$ cat src/rtl/dsk_busy_pkg.sv
package dsk_busy_pkg;
  typedef enum logic [2:0] {
    KIND_NONE  = 3'd0,
    KIND_STEP  = 3'd1,
    KIND_XFER  = 3'd2,
    KIND_MISC  = 3'd3,
    KIND_ABORT = 3'd4
  } cmd_kind_e;

  function automatic cmd_kind_e kind_of(input logic [3:0] nib);
    if (!nib[3])            return KIND_STEP;
    else if (!nib[2])       return KIND_XFER;
    else if (nib == 4'hD)   return KIND_ABORT;
    else                    return KIND_MISC;
  endfunction
endpackage

$ cat src/rtl/dsk_rev_phase.sv
module dsk_rev_phase #(
  parameter int REV = 2000,
  parameter int PW  = $clog2(REV)
) (
  input  logic          clk,
  input  logic          rst_n,
  output logic [PW-1:0] phase
);
  localparam logic [PW-1:0] LAST = PW'(REV - 1);

  always_ff @(posedge clk) begin
    if (!rst_n)             phase <= '0;
    else if (phase == LAST) phase <= '0;
    else                    phase <= phase + 1'b1;
  end
endmodule

$ cat src/rtl/dsk_seq_div.sv
module dsk_seq_div #(
  parameter int NW = 16,
  parameter int DW = 5
) (
  input  logic          clk,
  input  logic          rst_n,
  input  logic          start,
  input  logic          abort,
  input  logic [NW-1:0] numer,
  input  logic [DW-1:0] denom,
  output logic          active,
  output logic          done,
  output logic [NW-1:0] quot
);
  localparam int CW = $clog2(NW + 1);

  logic          run;
  logic [CW-1:0] cnt;
  logic [NW-1:0] q;
  logic [DW-1:0] rem, dq;
  logic [DW:0]   shifted;
  logic          fits;

  assign shifted = {rem, q[NW-1]};
  assign fits    = shifted >= {1'b0, dq};

  always_ff @(posedge clk) begin
    if (!rst_n) begin
      run <= 1'b0; cnt <= '0; q <= '0; rem <= '0; dq <= '0;
    end else if (abort) begin
      run <= 1'b0;
    end else if (start) begin
      run <= 1'b1; cnt <= CW'(NW); q <= numer; rem <= '0; dq <= denom;
    end else if (run) begin
      if (cnt != '0) begin
        rem <= fits ? DW'(shifted - {1'b0, dq}) : shifted[DW-1:0];
        q   <= {q[NW-2:0], fits};
        cnt <= cnt - 1'b1;
      end else begin
        run <= 1'b0;
      end
    end
  end

  assign active = run;
  assign done   = run && (cnt == '0);
  assign quot   = q;
endmodule

$ cat src/rtl/dsk_hold_timer.sv
module dsk_hold_timer #(
  parameter int TW = 18
) (
  input  logic          clk,
  input  logic          rst_n,
  input  logic          clear,
  input  logic          load,
  input  logic [TW-1:0] load_val,
  output logic          active,
  output logic          last
);
  logic [TW-1:0] cnt;

  always_ff @(posedge clk) begin
    if (!rst_n)          cnt <= '0;
    else if (clear)      cnt <= '0;
    else if (load)       cnt <= load_val;
    else if (cnt != '0)  cnt <= cnt - 1'b1;
  end

  assign active = cnt != '0;
  assign last   = cnt == TW'(1);
endmodule

$ cat src/rtl/dsk_busy_timer.sv
module dsk_busy_timer
  import dsk_busy_pkg::*;
#(
  parameter int CLK_PER_SEC = 10000,
  parameter int SEC_W       = 5,
  parameter int WAIT_W      = 12,
  parameter int CMD_HOLD    = 20,
  parameter int XFER_MIN    = 500,
  parameter int REV_CYCLES  = CLK_PER_SEC / 5,
  parameter int PH_W        = $clog2(REV_CYCLES)
) (
  input  logic              clk,
  input  logic              rst_n,
  input  logic              cmd_we,
  input  logic [7:0]        cmd_byte,
  input  logic [SEC_W-1:0]  sec_idx,
  input  logic [SEC_W-1:0]  sec_per_trk,
  input  logic [WAIT_W-1:0] motor_wait,
  input  logic              buf_in,
  input  logic              nxt_req,
  input  logic              nxt_found,
  output logic              busy,
  output logic              dma_ready,
  output logic              stat_clr,
  output logic              dma_drop,
  output logic [2:0]        cmd_kind,
  output logic [PH_W-1:0]   rev_phase
);
  localparam int NW = SEC_W + PH_W;
  localparam int TW = ((NW > WAIT_W) ? NW : WAIT_W) + 2;

  function automatic logic [TW-1:0] xfer_time(input logic [NW-1:0] q,
                                              input logic [PH_W-1:0] ph,
                                              input logic [WAIT_W-1:0] mw);
    logic [TW-1:0] rot, sum;
    if (TW'(q) >= TW'(ph)) rot = TW'(q) - TW'(ph);
    else                   rot = TW'(q) + TW'(REV_CYCLES) - TW'(ph);
    sum = rot + TW'(mw);
    return (sum < TW'(XFER_MIN)) ? TW'(XFER_MIN) : sum;
  endfunction

  cmd_kind_e          kind_now;
  logic               fi_hit, div_start, div_abort, div_active, div_done;
  logic               hold_load, hold_active, hold_last, expire;
  logic [NW-1:0]      quot;
  logic [WAIT_W-1:0]  wait_q;
  logic [TW-1:0]      load_val;

  assign kind_now  = kind_of(cmd_byte[7:4]);
  assign fi_hit    = cmd_we && (kind_now == KIND_ABORT);
  assign div_start = (cmd_we && kind_now == KIND_XFER) ||
                     (!cmd_we && nxt_req && nxt_found);
  assign div_abort = cmd_we && (kind_now != KIND_XFER);
  assign hold_load = (cmd_we && !fi_hit) || (div_done && !div_start);
  assign load_val  = cmd_we ? TW'(CMD_HOLD) : xfer_time(quot, rev_phase, wait_q);
  assign expire    = hold_last && !div_active && !cmd_we && !div_start;

  dsk_rev_phase #(.REV(REV_CYCLES), .PW(PH_W)) u_phase (
    .clk(clk), .rst_n(rst_n), .phase(rev_phase));

  dsk_seq_div #(.NW(NW), .DW(SEC_W)) u_div (
    .clk(clk), .rst_n(rst_n), .start(div_start), .abort(div_abort),
    .numer(NW'(sec_idx) * NW'(REV_CYCLES)), .denom(sec_per_trk),
    .active(div_active), .done(div_done), .quot(quot));

  dsk_hold_timer #(.TW(TW)) u_hold (
    .clk(clk), .rst_n(rst_n), .clear(fi_hit), .load(hold_load),
    .load_val(load_val), .active(hold_active), .last(hold_last));

  always_ff @(posedge clk) begin
    if (!rst_n) begin
      wait_q <= '0; dma_ready <= 1'b0; stat_clr <= 1'b0; dma_drop <= 1'b0;
      cmd_kind <= KIND_NONE;
    end else begin
      if (div_start) wait_q <= motor_wait;
      if (cmd_we)    cmd_kind <= kind_now;
      dma_ready <= expire && buf_in;
      stat_clr  <= fi_hit;
      dma_drop  <= fi_hit;
    end
  end

  assign busy = hold_active || div_active;
endmodule

$ cat config.mk
export PLATFORM = sky130hd
export DESIGN_NAME = dsk_busy_timer
export DESIGN_NICKNAME = d
export VERILOG_FILES = /design/src/rtl/dsk_busy_pkg.sv /design/src/rtl/dsk_rev_phase.sv /design/src/rtl/dsk_seq_div.sv /design/src/rtl/dsk_hold_timer.sv /design/src/rtl/dsk_busy_timer.sv
export SDC_FILE = /design/constraint.sdc
export NUM_CORES = 1
export LEC_CHECK = 0
export CORE_UTILIZATION = 45
export DETAILED_ROUTE_END_ITERATION = 10
export PLACE_DENSITY = 0.68
export SLEW_MARGIN = 20
export SYNTH_ARGS = -nofsm -noshare
export SYNTH_HDL_FRONTEND = slang
export SYNTH_SLANG_ARGS = --single-unit
$ cat constraint.sdc
create_clock -name clk -period 5.7 [get_ports clk]
set_input_delay 1.14 -clock clk [delete_from_list [all_inputs] [get_ports clk]]
set_output_delay 1.14 -clock clk [all_outputs]
set_load 0.02 [all_outputs]
==> out/metrics.yaml, run 1 <==
grt_pass1_wl_mm: 27.1
setup_viol: 0
insertion_delay_ps: 350
ys_dominant_reg_cell: "dfxtp_1"
vias_per_cell: 5.42
ys_seq_area_share_pct: 22.0
cts_max_path_buffers: 2
startpoint_type: "flip-flop"
num_antenna_cells: 0
p_per_area_nw_per_um2: 391
synth_cell_types: 84
drc: 0
reg2regPathDepth: 24
clock_skew_ps: 9.66
synth_fp_nets: 995
root_buffer: "clkbuf_16"
hold_viol_final: 0
cts_buffers: 9
grtUsageTotal_pct: 20.8
drv_slew: 0
first_global_vias: 5606
cts_num_sinks: 78
pwr-share-clk_pct: 17.7
antenna_found_initial: 0
ys_seq_elements: 78
hold_path_class: "flip-flop to flip-flop"
p_comb_share_pct: 60.7
placed_cell_area_sq_um: 7880
ctsHoldBuffers: 0
worstPathArrival_ps: 5470
p_leak_uw: 0.00332
yosysWarnings: 0
dp_hpwl_mm: 12.9
worstPathMaxFanout: 9
maxCapViolCount: 0
relSlewSlack_pct: 48.5
fin_setup_tns_ps: 0
fp-row-count: 45
core-area_sq_um: 15300
drt_iter0_markers: 341
die_h_um: 127
grt_overflow: 0
floorplan.initialDensity_pct: 46.4
firstDrtPassIters: 5
min_period_over_period_pct: 91.8
drive_gt1_share_pct: 8.28
routabilityCongestion: 0.842
die_area_sq_um: 16200
rsz0062_at_grt: "no"
io_pins: 54
nets: 1048
vias: 6121
netSwitchingFraction_pct: 44.7
portBuffers: 49
worst_slack_ps: 469
synth_edf_count: 0
tightest_slew_ps: 766
postCtsSetupBuffers: 0
crit_path_end_kind: "flip-flop"
power.internal_uw: 1770
fmax_ghz: 0.191
whs_ps: 461
dp.cells: 1113
cts_tree: "done"
vdd_drop_max_mv: 0.156
wl_per_cell_um: 14.4
dieWidth_um: 127
grt_max_degree: 51
ant_nets: 0
min_path_cells: 2
critPathRequiredTime_ps: 5940
ys_async_sr_fraction_pct: 0
clkTransAtPathRegs_ps: 60
stdcell_count: 1129
wl_mm: 16.2
post-place-ws_ps: 134
setup.worst_path.class: "flip-flop to flip-flop"
syn_to_final_growth_pct: 15.7
min_period_ps: 5230
seqPwrFrac_pct: 21.6
final_area_sq_um: 8190
avgSynthCellArea_sq_um: 8.23
syn_area_sq_um: 7080
p_sw_uw: 1430
syn_inst: 860
cts_max_level: 3
status: "finished, final reports clean"
==> per-stage QoR <==
step | power, uW | util (%)
floorplan | 2210 | -
global placement | 2590 | 51.6
detailed placement | 2620 | 51.6
CTS | 3200 | 53.5
global route | 3460 | 53.7
finish | 3200 | 53.7
==> registers in the layout, indices dropped and copies added (netlist names) <==
| register | flops |
|---|---|
| cmd_kind | 3 |
| dma_drop | 1 |
| dma_ready | 1 |
| u_div.active | 1 |
| u_div.cnt | 5 |
| u_div.dq | 5 |
| u_div.quot | 16 |
| u_div.rem | 5 |
| u_hold.cnt | 18 |
| u_phase.phase | 11 |
| wait_q | 12 |
==> critical path, cell delays in order, from the launching register on <==
cell and delay, ps:
dfxtp_1 310, inv_1 140, ha_1 250, inv_1 70, fa_1 520, nor2b_4 50
o311ai_2 330, nor2b_1 250, nor3b_1 70, a211oi_1 210, xnor2_1 150, nor2_1 50
a21oi_1 200, ha_1 310, a211o_1 340, a21oi_1 130, o21bai_1 130, o31ai_2 310
nor2_1 90, o32ai_1 220, a211oi_1 80, buf_4 150, nor4_4 250, nand4b_4 220
a41o_1 280
==> cell usage after synthesis, types with 3 or more instances <==
master	number	area (sq um)
a211oi_1	12	90.1
a211oi_2	3	37.5
a21boi_0	19	143
a21o_1	7	52.6
a21oi_1	53	265
a21oi_2	3	26.3
a222oi_1	12	120
a22oi_1	9	67.6
a31o_2	3	26.3
a31oi_1	5	31.3
and2_1	8	50.1
and3_1	6	37.5
clkbuf_1	23	86.3
dfxtp_1	78	1560
fa_1	18	360
ha_1	81	1010
inv_1	83	312
mux2i_1	3	30.0
nand2_1	81	304
nand2b_1	8	50.1
nand3_1	13	65.1
nand4_1	10	62.6
nor2_1	64	240
nor2b_1	35	219
nor3_1	13	65.1
nor4_1	8	50.1
o211ai_1	4	30.0
o21a_1	3	22.5
o21ai_0	34	170
o21ai_1	5	25.0
o21bai_1	6	45.0
o22a_1	3	26.3
o22ai_1	4	25.0
o31a_1	3	26.3
o31ai_1	3	22.5
or2_1	3	18.8
or3_1	5	31.3
xnor2_1	48	420
xor2_1	21	184
==> cells in the final DEF (no fill, tap or decap), types with 8 or more instances in the layout <==
cell / instances
inv_1: 83
nand2_1: 81
ha_1: 81
dfxtp_1: 78
nor2_1: 64
a21oi_1: 53
clkdlybuf4s50_1: 49
xnor2_1: 48
nor2b_1: 35
o21ai_0: 33
xor2_1: 21
a21boi_0: 19
buf_4: 19
fa_1: 18
nand3_1: 13
nor3_1: 13
a211oi_1: 12
a222oi_1: 12
nand4_1: 10
a22oi_1: 9
clkbuf_16: 9
nand2b_1: 8
nor4_1: 8
==> worst paths after layout <==
| kind | from | endpoint | slack (ps) |
|---|---|---|---|
| max | u_phase.phase[1]$_SDFF_PP0_ | u_hold.cnt[1]$_SDFFE_PP0P_ | 470 |
| min reg2reg | u_div.dq[3]$_SDFFE_PN0P_ | u_div.dq[3]$_SDFFE_PN0P_ | 460 |
| min | u_div.dq[3]$_SDFFE_PN0P_ | u_div.dq[3]$_SDFFE_PN0P_ | 460 |
| max reg2reg | u_phase.phase[1]$_SDFF_PP0_ | u_hold.cnt[1]$_SDFFE_PP0P_ | 470 |
==> layer usage <==
layer	share of wire [%]	vias to the layer above	global-route usage, %
li1	-	3137	-
met1	49	2856	28.7
met2	47	109	33.8
met3	3.2	19	2.18
met4	1.5	0	6.86
met5	0	-	0
==> power groups by stage <==
| stage | Combinational (uW) | Clock [uW] | Sequential [uW] |
|---|---|---|---|
| 3_3_place_gp | 1890 | 0 | 703 |
| 6_report | 1940 | 566 | 693 |
| 5_1_grt | 2160 | 599 | 702 |
| 3_5_place_dp | 1910 | 0 | 702 |
| 2_1_floorplan | 1520 | 0 | 684 |
| 4_1_cts | 1930 | 574 | 691 |
==> area by class of cell <==
cell class | instances | area, sq um
multi-input cells | 673 | 5120
fillers | 1476 | 7070
flip-flops and latches | 78 | 1560
repair buffers | 68 | 633
clock inverters | 4 | 28.8
clock buffers | 12 | 267
well taps | 211 | 264
inverters | 83 | 312
==> cells by family after synthesis <==
family | after synthesis | synth area share (%)
simple gates | 280 | 20.7
mux | 3 | 0.424
xor+xnor | 70 | 8.76
compound gates | 221 | 22.6
buf+inv | 109 | 6.04
flops | 78 | 22.0
fa+ha+maj | 99 | 19.4
==> what timing repair did <==
item / 4_1_cts / 5_1_grt
hold endpoints to repair: 0 / 0
gates resized for setup: 0 / 5
endpoints found under the setup margin: 0 / 9
Power figures use the tool's default switching activity.
==> inputs of run 2 (changes only) <==
--- a/config.mk
+++ b/config.mk
@@ -5,6 +5,7 @@
 export SDC_FILE = /design/constraint.sdc
 export NUM_CORES = 1
 export LEC_CHECK = 0
+export CORE_ASPECT_RATIO = 1.5
 export CORE_UTILIZATION = 45
 export DETAILED_ROUTE_END_ITERATION = 10
 export PLACE_DENSITY = 0.68
==> run 2 against run 1 <==
  * Die area barely moved
  * Largest power group unchanged
  * First-iteration DRC count fell by 28%
  * Critical path type unchanged
  * Highest routed layer unchanged
  * Total power rose by 0.28%
  * Critical endpoint unchanged
==> out/metrics.yaml, run 2 (synthesized netlist as in run 1, its figures left out) <==
worstPathArrival_ps: 5480
min_period_ps: 5230
min_period_over_period_pct: 91.8
vias_per_cell: 5.52
regMostFlops: "u_hold.cnt"
fmax_ghz: 0.191
multi_input_area_sq_um: 5130
cts_num_sinks: 78
portBuffers: 49
rrSetupSlack_ps: 470
largest_reg_flops: 18
insertion_delay_ps: 350
vias: 6185
hold_viol_final: 0
dr_wl_met3_um: 509
drive_gt1_share_pct: 8.47
setup_viol: 0
p_leak_uw: 0.00334
cts_max_path_buffers: 2
grt_overflow: 0
syn_to_final_growth_pct: 15.9
worstPathMaxFanout: 9
firstDrtPassIters: 5
grtUsageTotal_pct: 22.1
hold_path_class: "flip-flop to flip-flop"
critPathRequiredTime_ps: 5940
regArea_sq_um: 1560
whs_ps: 464
layout_commonest_cell: "inv_1"
vdd_drop_max_mv: 0.204
routabilityCongestion: 0.935
die_h_um: 156
clock_skew_ps: 10.6
maxCapViolCount: 0
post-route-util_pct: 54.0
grt_max_degree: 50
nets: 1051
dp_hpwl_mm: 13.7
p_per_area_nw_per_um2: 391
status: "finished, final reports clean"
dieWidth_um: 104
top_layer: "met4"
crit_path_end_kind: "flip-flop"
rsz0062_at_grt: "no"
drv_slew: 0
fin_setup_tns_ps: 0
setup.worst_path.class: "flip-flop to flip-flop"
met1Wirelength_mm: 6.92
drc: 0
num_antenna_cells: 0
final_cell_mix: "inv_1, nand2_1, ha_1, dfxtp_1, nor2_1"
die_area_sq_um: 16300
wl_per_cell_um: 15.3
cts_max_level: 3
root_buffer: "clkbuf_16"
reg2regPathDepth: 20
fp-row-count: 55
ant_nets: 0
clkTransAtPathRegs_ps: 70
fill_cells: 1471
relSlewSlack_pct: 50.1
critical_path.endpoint: "u_hold.cnt[1]$_SDFFE_PP0P_"
met2_length_mm: 9.09
first_global_vias: 6174
postCtsSetupBuffers: 0
startpoint_type: "flip-flop"
cts_tree: "done"
antenna_found_initial: 0
core-area_sq_um: 15200
cts_buffers: 9
io_pins: 54
r2r_end: "u_hold.cnt[1]$_SDFFE_PP0P_"
crit_start: "u_phase.phase[3]$_SDFF_PP0_"
timing.rr.start: "u_phase.phase[3]$_SDFF_PP0_"
grt_pass1_wl_mm: 28.9
tightest_slew_ps: 742
wl_mm: 17.1
drt_iter0_markers: 247
floorplan.initialDensity_pct: 46.6
-- run 2: how the worst min path moves through the flow --
| stage | startpoint | end | slack (ps) | cells past startpoint |
|---|---|---|---|---|
| 2_1_floorplan | u_div.dq[2]$_SDFFE_PN0P_ | u_div.dq[2]$_SDFFE_PN0P_ | 440 | 2 |
| 3_5_place_dp | u_div.dq[3]$_SDFFE_PN0P_ | u_div.dq[3]$_SDFFE_PN0P_ | 460 | 2 |
| 4_1_cts | u_div.dq[2]$_SDFFE_PN0P_ | u_div.dq[2]$_SDFFE_PN0P_ | 470 | 2 |
| 6_report | u_div.dq[2]$_SDFFE_PN0P_ | u_div.dq[2]$_SDFFE_PN0P_ | 460 | 2 |
| 3_3_place_gp | u_div.dq[4]$_SDFFE_PN0P_ | u_div.dq[4]$_SDFFE_PN0P_ | 450 | 2 |
| 5_1_grt | u_div.dq[0]$_SDFFE_PN0P_ | u_div.dq[0]$_SDFFE_PN0P_ | 500 | 2 |
-- run 2: layout make-up --
cell class                 count  area share, %
multi-input combinational    673           62.5
sequential                    78           19.0
timing repair buffer          71           7.99
inverter                      83           3.80
tap                          199           3.03
clock buffer                   9           2.74
clock inverter                 7          0.884
-- run 2: metrics by stage --
stage / area (sq um) / cells / total power (uW) / setup WS, ps
2_1_floorplan: 7080 / 860 / 2210 / 645
3_3_place_gp: 7880 / 1104 / 2600 / 369
3_5_place_dp: 7880 / 1104 / 2620 / 308
4_1_cts: 8180 / 1120 / 3210 / 294
5_1_grt: 8210 / 1120 / 3470 / 17.0
6_report: 8210 / 1120 / 3210 / 466
-- run 2: what timing repair did --
action / CTS / global route
endpoints found under the setup margin: 0 / 10
resized for setup: 0 / 5
hold buffers: 0 / 0
-- run 2: power breakdown --
part           total, uW  switching [uW]  internal [uW]  leakage [uW]
Combinational       1940            1110            828       0.00256
Clock                582             272            310      0.000144
Sequential           689            73.1            616      0.000636
Total               3210            1460           1750       0.00334
-- run 2: worst max-delay path: stages (launching register included) --
cell	delay, ps
dfxtp_1	330
inv_1	90
ha_1	250
fa_1	390
nand3_1	130
o211ai_1	160
o2111ai_1	430
and2_1	340
nor2_1	80
a21oi_1	240
ha_1	320
a211oi_1	270
a211oi_1	130
a211oi_1	300
o21ai_0	230
o21a_1	270
xnor2_1	230
nand3_1	170
nor4_4	230
nand4b_4	230
a41o_1	280
-- run 2: per-layer routing --
metal | vias up | global-route usage [%]
li1 | 3139 | -
met5 | - | 0
met1 | 2886 | 22.9
met3 | 42 | 3.26
met4 | 0 | 8.91
met2 | 118 | 43.6
==> inputs of run 3 (changes only) <==
--- a/config.mk
+++ b/config.mk
@@ -6,6 +6,7 @@
 export NUM_CORES = 1
 export LEC_CHECK = 0
 export CORE_ASPECT_RATIO = 1.5
+export CORE_MARGIN = 2
 export CORE_UTILIZATION = 45
 export DETAILED_ROUTE_END_ITERATION = 10
 export PLACE_DENSITY = 0.68
==> constraint.sdc (replaced) <==
create_clock -name clk -period 5.3 [get_ports clk]
set_input_delay 1.06 -clock clk [delete_from_list [all_inputs] [get_ports clk]]
set_output_delay 1.06 -clock clk [all_outputs]
set_load 0.02 [all_outputs]
==> run 3 against run 2 <==
  * Fmax is 3.5% higher
  * Worst setup slack got worse by 220 ps
  * Register-to-register slack lost 220 ps
  * Critical endpoint is now u_hold.cnt[2]$_SDFFE_PP0P_
==> out/metrics.yaml, run 3 (synthesized netlist as in run 1, its figures left out) <==
post-route-util_pct: 54.1
grt_max_degree: 50
timing.rr.start: "u_phase.phase[8]$_SDFF_PP0_"
rrSetupSlack_ps: 240
grt_pass1_wl_mm: 29.0
drt_iter0_markers: 261
cts_num_sinks: 78
ant_nets: 0
antenna_found_initial: 0
whs_ps: 466
fp-row-count: 56
status: "finished, final reports clean"
vias_per_cell: 5.54
cp_slowest_stage_delay_ps: 450
cts_max_level: 3
regMostFlops: "u_hold.cnt"
io_pins: 54
wl_mm: 18.0
portBuffers: 49
vdd_drop_max_mv: 0.224
rsz0062_at_grt: "no"
p_per_area_nw_per_um2: 419
path_delay_family: "compound AO/OA/AOI/OAI gates"
hold_viol_final: 0
largest_reg_flops: 18
worstPathArrival_ps: 5310
routabilityCongestion: 0.916
stdcell_count: 1143
min_period_over_period_pct: 95.4
first_global_vias: 6229
core-area_sq_um: 15600
relSlewSlack_pct: 46.6
dr_wl_met3_um: 509
wl_per_cell_um: 15.8
met2_length_mm: 9.77
worstPathMaxFanout: 7
startpoint_type: "flip-flop"
die_h_um: 158
layout_commonest_cell: "inv_1"
r2r_end: "u_hold.cnt[2]$_SDFFE_PP0P_"
final_cell_mix: "inv_1, nand2_1, ha_1, dfxtp_1, nor2_1"
nets: 1070
crit_start: "u_phase.phase[8]$_SDFF_PP0_"
dp.cells: 1127
fmax_ghz: 0.198
firstDrtPassIters: 5
min_to: "u_div.dq[3]$_SDFFE_PN0P_"
dieWidth_um: 106
cts_max_path_buffers: 2
grt_overflow: 0
grtUsageTotal_pct: 21.4
cts_buffers: 9
dp_hpwl_mm: 14.1
floorplan.initialDensity_pct: 45.5
vias: 6329
path_buf_inv: 1
ctsHoldBuffers: 0
min_path_cells: 2
crit_path_end_kind: "flip-flop"
cts_tree: "done"
path_cells: "inv_1, ha_1, nand2_1, o211ai_1, o2111ai_2, and2_2, a21oi_1, ha_1, a211oi_1, a211oi_2, a211oi_2, o21ai_1, o21a_1, xnor2_1, nand3_1, nor4_4, nand4b_4, a311oi_2"
cp_slowest_cell: "ha_1"
clock_skew_ps: 5.79
hold_path_class: "flip-flop to flip-flop"
die_area_sq_um: 16800
setup.worst_path.class: "flip-flop to flip-flop"
clkTransAtPathRegs_ps: 60
insertion_delay_ps: 350
syn_to_final_growth_pct: 18.8
met1Wirelength_mm: 7.13
critPathRequiredTime_ps: 5550
min_period_ps: 5060
setup_viol: 0
maxCapViolCount: 0
tightest_slew_ps: 799
p_leak_uw: 0.00345
drive_gt1_share_pct: 11.7
root_buffer: "clkbuf_16"
fin_setup_tns_ps: 0
drc: 0
num_antenna_cells: 0
hp-start: "u_div.dq[3]$_SDFFE_PN0P_"
reg2regPathDepth: 18
drv_slew: 0
top_layer: "met4"
[run 3: changes by cell type in the layout (fill, tap and decap cells not counted), sizes merged]
| cell | delta |
|---|---|
| buf | +19 |
| inv | -4 |
| clkbuf | +1 |
| clkinv | +3 |
[run 3: area by class of cell]
cell class	instances	area, sq um
clock buffer	10	229
clock inverter	6	47.5
fill	1507	7140
inverter	83	312
multi-input combinational	673	5210
sequential	78	1560
tap	203	254
timing repair buffer	90	798
[run 3: stage by stage]
stage | setup WS (ps) | instance area, sq um | power, uW
after floorplan | 245 | 7080 | 2380
after global placement | 148 | 8030 | 2850
after detailed placement | 20.1 | 8030 | 2880
after CTS | 1.43 | 8310 | 3480
after global routing | 3.08 | 8420 | 3800
final | 242 | 8420 | 3530
[run 3: worst reg2reg max path, cell delays in order (launching register included)]
cell and delay, ps:
dfxtp_1 410, inv_1 110, ha_1 450, nand2_1 150, o211ai_1 340, o2111ai_2 250, and2_2 300, a21oi_1 290
ha_1 340, a211oi_1 310, a211oi_2 140, a211oi_2 250, o21ai_1 170, o21a_1 220, xnor2_1 230, nand3_1 190
nor4_4 310, nand4b_4 200, a311oi_2 310
[run 3: repair_timing]
item / CTS / global route
resized for setup: 0 / 22
setup endpoints to repair: 0 / 9
setup buffers: 0 / 0
[run 3: worst max path at each step]
stage	end	slack (ps)	cells after the start
after floorplan	u_hold.cnt[1]$_SDFFE_PP0P_	250	22
after global placement	u_hold.cnt[7]$_SDFFE_PP0P_	150	24
after detailed placement	u_hold.cnt[2]$_SDFFE_PP0P_	20	23
after CTS	u_hold.cnt[2]$_SDFFE_PP0P_	1	23
after global routing	u_hold.cnt[5]$_SDFFE_PP0P_	3	25
final	u_hold.cnt[2]$_SDFFE_PP0P_	240	18
[run 3: report_power, final]
group / internal, uW / total, uW / switching, uW
Combinational: 948 / 2200 / 1250
Clock: 321 / 591 / 270
Sequential: 663 / 741 / 78.4
[run 3: per-layer routing]
layer  vias up  track usage (%)
li1       3175                -
met1      2981             22.5
met2       131             42.2
met3        42             2.14
met4         0             10.1
met5         -                0
